[src/rtl/usb_ep_irq_pkg.sv]
package usb_ep_irq_pkg;

    localparam int unsigned DEF_NUM_EP = 5;

    typedef enum logic {
        XFER_OUT = 1'b0,
        XFER_IN  = 1'b1
    } xfer_dir_e;

    typedef struct packed {
        logic pend;
    } pend_state_t;

endpackage

[src/rtl/usb_ep_evt_qualify.sv]
module usb_ep_evt_qualify
    import usb_ep_irq_pkg::*;
#(
    parameter int unsigned NUM_EP = DEF_NUM_EP,
    parameter int unsigned EP_W   = $clog2(NUM_EP)
) (
    input  logic              clk,
    input  logic              rst_n,
    input  logic              valid_i,
    input  logic [EP_W-1:0]   ep_i,
    input  logic              dir_in_i,
    input  logic              last_i,
    input  logic              host_ack_i,
    input  logic              dev_ack_i,
    output logic [NUM_EP-1:0] hit_o
);

    xfer_dir_e dir;
    logic      hs_ok;
    logic      in_range;
    logic      qual;

    always_comb begin
        dir      = xfer_dir_e'(dir_in_i);
        hs_ok    = (dir == XFER_IN) ? host_ack_i : dev_ack_i;
        in_range = (32'(ep_i) < NUM_EP);
        qual     = valid_i && last_i && hs_ok && in_range;
    end

    for (genvar g = 0; g < NUM_EP; g++) begin : g_dec
        assign hit_o[g] = qual && (ep_i == EP_W'(g));
    end

    // a report addresses at most one endpoint
    p_single_target_r11: assert property (@(posedge clk) disable iff (!rst_n)
        $onehot0(hit_o));

    // numbers past the last endpoint reach no endpoint
    p_out_of_range_r10: assert property (@(posedge clk) disable iff (!rst_n)
        (valid_i && 32'(ep_i) >= NUM_EP) |-> (hit_o == '0));

    // intermediate packets never qualify
    p_mid_packet_r4: assert property (@(posedge clk) disable iff (!rst_n)
        (!last_i) |-> (hit_o == '0));

    // IN needs the host's ACK
    p_in_needs_host_ack_r5: assert property (@(posedge clk) disable iff (!rst_n)
        (valid_i && dir_in_i && !host_ack_i) |-> (hit_o == '0));

    // OUT needs the device's ACK
    p_out_needs_dev_ack_r5: assert property (@(posedge clk) disable iff (!rst_n)
        (valid_i && !dir_in_i && !dev_ack_i) |-> (hit_o == '0));

endmodule

[src/rtl/usb_ep_pend_cell.sv]
module usb_ep_pend_cell
    import usb_ep_irq_pkg::*;
(
    input  logic clk,
    input  logic rst_n,
    input  logic set_i,
    input  logic clr_i,
    input  logic en_i,
    output logic pend_o,
    output logic irq_o
);

    pend_state_t st_d, st_q;

    always_comb begin
        st_d = st_q;
        if (clr_i) begin
            st_d.pend = 1'b0;
        end
        if (set_i) begin
            st_d.pend = 1'b1;
        end
    end

    always_ff @(posedge clk) begin
        if (!rst_n) begin
            st_q <= '0;
        end else begin
            st_q <= st_d;
        end
    end

    assign pend_o = st_q.pend;
    assign irq_o  = st_q.pend & en_i;

    // a set beats a simultaneous clear
    p_set_wins_r8: assert property (@(posedge clk) disable iff (!rst_n)
        set_i |=> pend_o);

    // pending holds without a clear
    p_sticky_r6: assert property (@(posedge clk) disable iff (!rst_n)
        (pend_o && !clr_i) |=> pend_o);

    // a clear with no new event drops the bit
    p_clear_r7: assert property (@(posedge clk) disable iff (!rst_n)
        (clr_i && !set_i) |=> !pend_o);

    // no request without an enable
    p_irq_needs_en_r9: assert property (@(posedge clk) disable iff (!rst_n)
        irq_o |-> en_i);

endmodule

[src/rtl/usb_ep_irq_gen.sv]
module usb_ep_irq_gen
    import usb_ep_irq_pkg::*;
#(
    parameter int unsigned NUM_EP = DEF_NUM_EP,
    parameter int unsigned EP_W   = $clog2(NUM_EP)
) (
    input  logic              clk,
    input  logic              rst_n,
    input  logic              evt_valid_i,
    input  logic [EP_W-1:0]   evt_ep_i,
    input  logic              evt_dir_in_i,
    input  logic              evt_last_i,
    input  logic              evt_host_ack_i,
    input  logic              evt_dev_ack_i,
    input  logic [NUM_EP-1:0] ep_en_i,
    input  logic [NUM_EP-1:0] pend_clr_i,
    output logic [NUM_EP-1:0] pend_o,
    output logic [NUM_EP-1:0] irq_o
);

    logic [NUM_EP-1:0] hit;

    usb_ep_evt_qualify #(
        .NUM_EP (NUM_EP),
        .EP_W   (EP_W)
    ) u_qual (
        .clk        (clk),
        .rst_n      (rst_n),
        .valid_i    (evt_valid_i),
        .ep_i       (evt_ep_i),
        .dir_in_i   (evt_dir_in_i),
        .last_i     (evt_last_i),
        .host_ack_i (evt_host_ack_i),
        .dev_ack_i  (evt_dev_ack_i),
        .hit_o      (hit)
    );

    for (genvar g = 0; g < NUM_EP; g++) begin : g_ep
        usb_ep_pend_cell u_cell (
            .clk    (clk),
            .rst_n  (rst_n),
            .set_i  (hit[g]),
            .clr_i  (pend_clr_i[g]),
            .en_i   (ep_en_i[g]),
            .pend_o (pend_o[g]),
            .irq_o  (irq_o[g])
        );
    end

    // a pending bit rises only after a qualified report
    p_no_spontaneous_set_r4: assert property (@(posedge clk) disable iff (!rst_n)
        (hit == '0) |=> ((pend_o & ~$past(pend_o)) == '0));

    // a report raises no bit other than its own
    p_only_target_rises_r11: assert property (@(posedge clk) disable iff (!rst_n)
        1'b1 |=> ((pend_o & ~$past(pend_o) & ~$past(hit)) == '0));

endmodule

[config.mk]
export PLATFORM = sky130hd
export DESIGN_NAME = usb_ep_irq_gen
export DESIGN_NICKNAME = d
export VERILOG_FILES = /design/src/rtl/usb_ep_irq_pkg.sv /design/src/rtl/usb_ep_evt_qualify.sv /design/src/rtl/usb_ep_pend_cell.sv /design/src/rtl/usb_ep_irq_gen.sv
export SDC_FILE = /design/constraint.sdc
export NUM_CORES = 1
export LEC_CHECK = 0
export CORE_AREA = 3 3 40 42
export CTS_CLUSTER_SIZE = 10
export DETAILED_ROUTE_END_ITERATION = 10
export DIE_AREA = 0 0 43 45
export DONT_BUFFER_PORTS = 1
export GPL_ROUTABILITY_DRIVEN = 0
export GPL_TIMING_DRIVEN = 1
export PLACE_DENSITY_LB_ADDON = 0.05
export SETUP_SLACK_MARGIN = 0.1
export SLEW_MARGIN = 20
export SYNTH_ARGS = -nofsm -noshare
export SYNTH_HDL_FRONTEND = slang
export SYNTH_SLANG_ARGS = --single-unit
[constraint.sdc]
create_clock -name clk -period 2.1 [get_ports clk]
set_input_delay 0.315 -clock clk [delete_from_list [all_inputs] [get_ports clk]]
set_output_delay 0.315 -clock clk [all_outputs]
set_load 0.005 [all_outputs]
# Word level (Yosys, flattened, before mapping)
# Cells that the tools add are included.
[classes] bitwise_logic=5 n_reduce_logical=14 eq_ne=4 order_cmp=1 muxes=11
[op_table] op="$mux 1" n=11
[op_table] op="$reduce_bool 2->1" n=5
[op_table] op="$logic_and 1x1->1" n=8
[op_table] op="$eq 3x2->1 const B" n=2
[op_table] op="$and 1x1->1" n=5
[op_table] op="$eq 3x1->1 const B" n=1
[op_table] op="$eq 3x3->1 const B" n=1
[op_table] op="$logic_not 3->1" n=1
[op_table] op="$lt 3x3->1 const B" n=1
[word_totals] regBits=5 output_inout_bits=10 in_bits=20 wordCells=40

# Logic depth before layout (Yosys ltp)
[logic_depth] word_depth=5 depth_mapped=3 mapped_depth_nobuf=2

# Modules after synthesis
# A second synthesis with hierarchy kept.
[hier_totals] hier_cells=30 area_unflattened_um2=311.5
[modules_own_cells] module="usb_ep_pend_cell" seq_area_each_um2=20.0 cells_each=4 area_each_um2=48.8 n_inst=5
[modules_own_cells] module="usb_ep_evt_qualify" seq_area_each_um2=0.0 cells_each=10 area_each_um2=67.6 n_inst=1

# Worst setup path before layout
# OpenSTA, ideal clock, no wires.
[synth_timing] kind="input to register" startpoint="input rst_n" endpoint="register g_ep[0].u_cell.st_q" setup_slack_ns=1.097 required_time_ns=2.016 path_stages=3 n_path_buf=1 setup_ns=0.084 arrival_time_ns=0.918 cell_sequence="buf_6 > or3b_1 > o31ai_2"
[synth_lines] element="from (decl)" line_no="usb_ep_irq_gen.sv:8" source="input logic rst_n,"
[synth_lines] element="to (signal assigned)" line_no="usb_ep_pend_cell.sv:29" source="st_q <= st_d;"
[synth_lines] element="to (decl)" line_no="usb_ep_pend_cell.sv:13" source="pend_state_t st_d, st_q;"

# Worst setup path after layout
[layout_timing] startpoint="register g_ep[0].u_cell.st_q" endpoint="output irq_o[0]"
[layout_between] elab_chain_cells=1
[layout_rtl] element="$and 1x1->1" line_no="usb_ep_pend_cell.sv:34" source="assign irq_o = st_q.pend & en_i;"
[layout_rtl] element="to (decl)" line_no="usb_ep_irq_gen.sv:18" source="output logic [NUM_EP-1:0] irq_o"
# No other way between the ends.

==> flow_summary.json <==
{
  "cts_tree": "yes",
  "p_sw_share_pct": 20.42,
  "synth_area_um2": 359.1,
  "io_pins": 30,
  "grt_pass1_vias": 258,
  "ir_drop_mv": 0.2127,
  "holdPathStages": 2,
  "end_kind": "output pin",
  "die_y_um": 45,
  "power.share.combinational_pct": 5.3,
  "vias": 251,
  "start_kind": "register",
  "dp_hpwl_um": 576.8,
  "area_growth_syn_to_layout_pct": -11.50,
  "p_per_area_nw_per_um2": 689.6,
  "path_class": "register to output pin",
  "outcome": "completed",
  "p_leak_nw": 0.1040,
  "timing.fmax_mhz": 925.0,
  "cp_slowest_cell": "dfxtp_1",
  "wirelength_um": 706,
  "slew_headroom_pct": 68.36,
  "slew_violations": 0,
  "mostFrequentLayoutCells": "nand3b_1 (8), and2_1 (5), dfxtp_1 (5)",
  "yosys_warnings": 0,
  "hp-class": "input port to register",
  "reg2reg_to": "g_ep[0].u_cell.pend_o",
  "post_drt_wl_per_cell_um": 15.02,
  "antenna_found_initial": 0,
  "cts_buffer_depth": 2,
  "htree_levels": 1,
  "rsz0062_at_grt": "false",
  "start_util_pct": 27.95,
  "drc": 0,
  "hold_viol_final": 0,
  "ctsHoldBuffers": 0,
  "reg2reg_depth": 2,
  "rows": 13,
  "r2r_setup_slack_ps": 1470,
  "final_nets": 53,
  "path_buf_inv": 0,
  "p_sw_mw": 0.04475,
  "dpl_worst_slack_ps": 1090,
  "io_buffers": 0,
  "fin_crit_ps": 1081,
  "worstPathRequired_ps": 1780,
  "postCtsSetupBuffers": 0,
  "numClockSinks": 5,
  "cts-resized-gates": 0,
  "largest_reg_flops": 5,
  "grt_usage_pct": 8.000,
  "synthCells": 39,
  "path_max_fanout": 3,
  "skew_ps": 0,
  "viasPerCell": 5.340,
  "grt_start_max_net_pins": 11,
  "ant_nets": 0,
  "drive_above_1_share_pct": 12.50,
  "layout_commonest_cell": "nand3b_1",
  "yosys_register_bits": 5,
  "setup_slack_ps": 1019,
  "dieArea_um2": 1935,
  "root_buffer": "clkbuf_4",
  "finalSetupViolations": 0,
  "clk_latency_ps": 240,
  "power_frac_clock_pct": 50.5,
  "clkTransAtPathRegs_ps": 40,
  "drv_cap": 0,
  "p_seq_share_pct": 44.2,
  "post-route-period-util_pct": 51.48,
  "die_w_um": 43,
  "hp-start": "evt_last_i",
  "antenna_cells": 0,
  "finalSetupTns_ps": 0,
  "drt_iter0_drc": 4,
  "drt-pass1-iter-count": 2,
  "synth.avg_cell_area_um2": 9.208,
  "crit_chain": "and2_1",
  "r2r-start": "g_ep[0].u_cell.pend_o",
  "grt_overflow_total": 0,
  "worstPathArrival_ps": 770,
  "yosysSeqAreaShare_pct": 27.87,
  "holdPathEnd": "g_ep[4].u_cell.pend_o",
  "fp.coreArea_um2": 1285,
  "cts_buffers": 3,
  "synth_cell_type_count": 12,
  "synth_nets": 59,
  "critPathTopFamily": "flip-flops",
  "p_int_mw": 0.1744,
  "tightest_slew_ps": 461.4,
  "grt_pass1_wl_um": 1028,
  "worst_path_largest_cell_delay_ps": 370
}
## metrics by stage
step / hold slack [ps] / total power [mW] / instances / cell area, um^2 / util, %
4_1_cts: 213.4 / 0.2244 / 47 / 317.8 / 24.73
3_5_place_dp: 471.7 / 0.1103 / 43 / 291.5 / 22.69
5_1_grt: 206.9 / 0.2328 / 47 / 317.8 / 24.73
3_3_place_gp: 475.1 / 0.1103 / 43 / 291.5 / 22.69
6_report: 220.6 / 0.2192 / 47 / 317.8 / 24.73
2_1_floorplan: 462.8 / 0.1140 / 39 / 359.1 / -
## power by group through the flow
stage	Sequential [mW]	Clock, mW	Combinational, mW
after floorplan	0.0982	0	0.0157
after global placement	0.0986	0	0.0117
after detailed placement	0.0986	0	0.0117
after CTS	0.0970	0.116	0.0117
after global routing	0.0969	0.124	0.0122
final	0.0970	0.111	0.0116
## final cells by class
| cell class | instances | area, um^2 |
|---|---|---|
| Tap cell | 15 | 18.77 |
| Multi-Input combinational cell | 23 | 172.7 |
| Clock buffer | 4 | 26.28 |
| Sequential cell | 5 | 100.1 |
| Fill cell | 140 | 967.2 |
## kinds of logic (layout without fill, tap and decap cells)
family,Yosys count,after routing,synth area share [%]
and+or+nand+nor,17,17,33.45
buffers and inverters,11,4,24.04
muxes,1,1,2.788
AOI/OAI and AO/OA,5,5,11.85
DFF,5,5,27.88
## how the worst max path moves through the flow
| stage | from | end | cells after the start |
|---|---|---|---|
| floorplan | rst_n | g_ep[0].u_cell.pend_o | 3 |
| global placement | evt_dir_in_i | g_ep[3].u_cell.pend_o | 2 |
| detailed placement | evt_dir_in_i | g_ep[2].u_cell.pend_o | 2 |
| CTS | g_ep[0].u_cell.pend_o | irq_o[0] | 1 |
| global route | g_ep[0].u_cell.pend_o | irq_o[0] | 1 |
| finish | g_ep[0].u_cell.pend_o | irq_o[0] | 1 |
## cells in the mapped netlist
cell type | number | area share (%)
or3b_1 | 1 | 2.4
o31ai_1 | 4 | 8.4
buf_4 | 10 | 21
o31ai_2 | 1 | 3.5
buf_6 | 1 | 3.1
mux2i_1 | 1 | 2.8
nand2_1 | 1 | 1.0
nand3b_1 | 8 | 17
nand3_1 | 1 | 1.4
and2_1 | 5 | 8.7
nand4bb_1 | 1 | 3.1
dfxtp_1 | 5 | 28
## per-layer routing
layer / up-vias / track usage, % / routed length [um]
met1: 108 / 7.729 / 285
met2: 23 / 11.38 / 296
li1: 117 / - / -
met3: 3 / 4.382 / 102
met5: - / 0 / 0
met4: 0 / 9.036 / 22
Power figures use the tool's default switching activity.
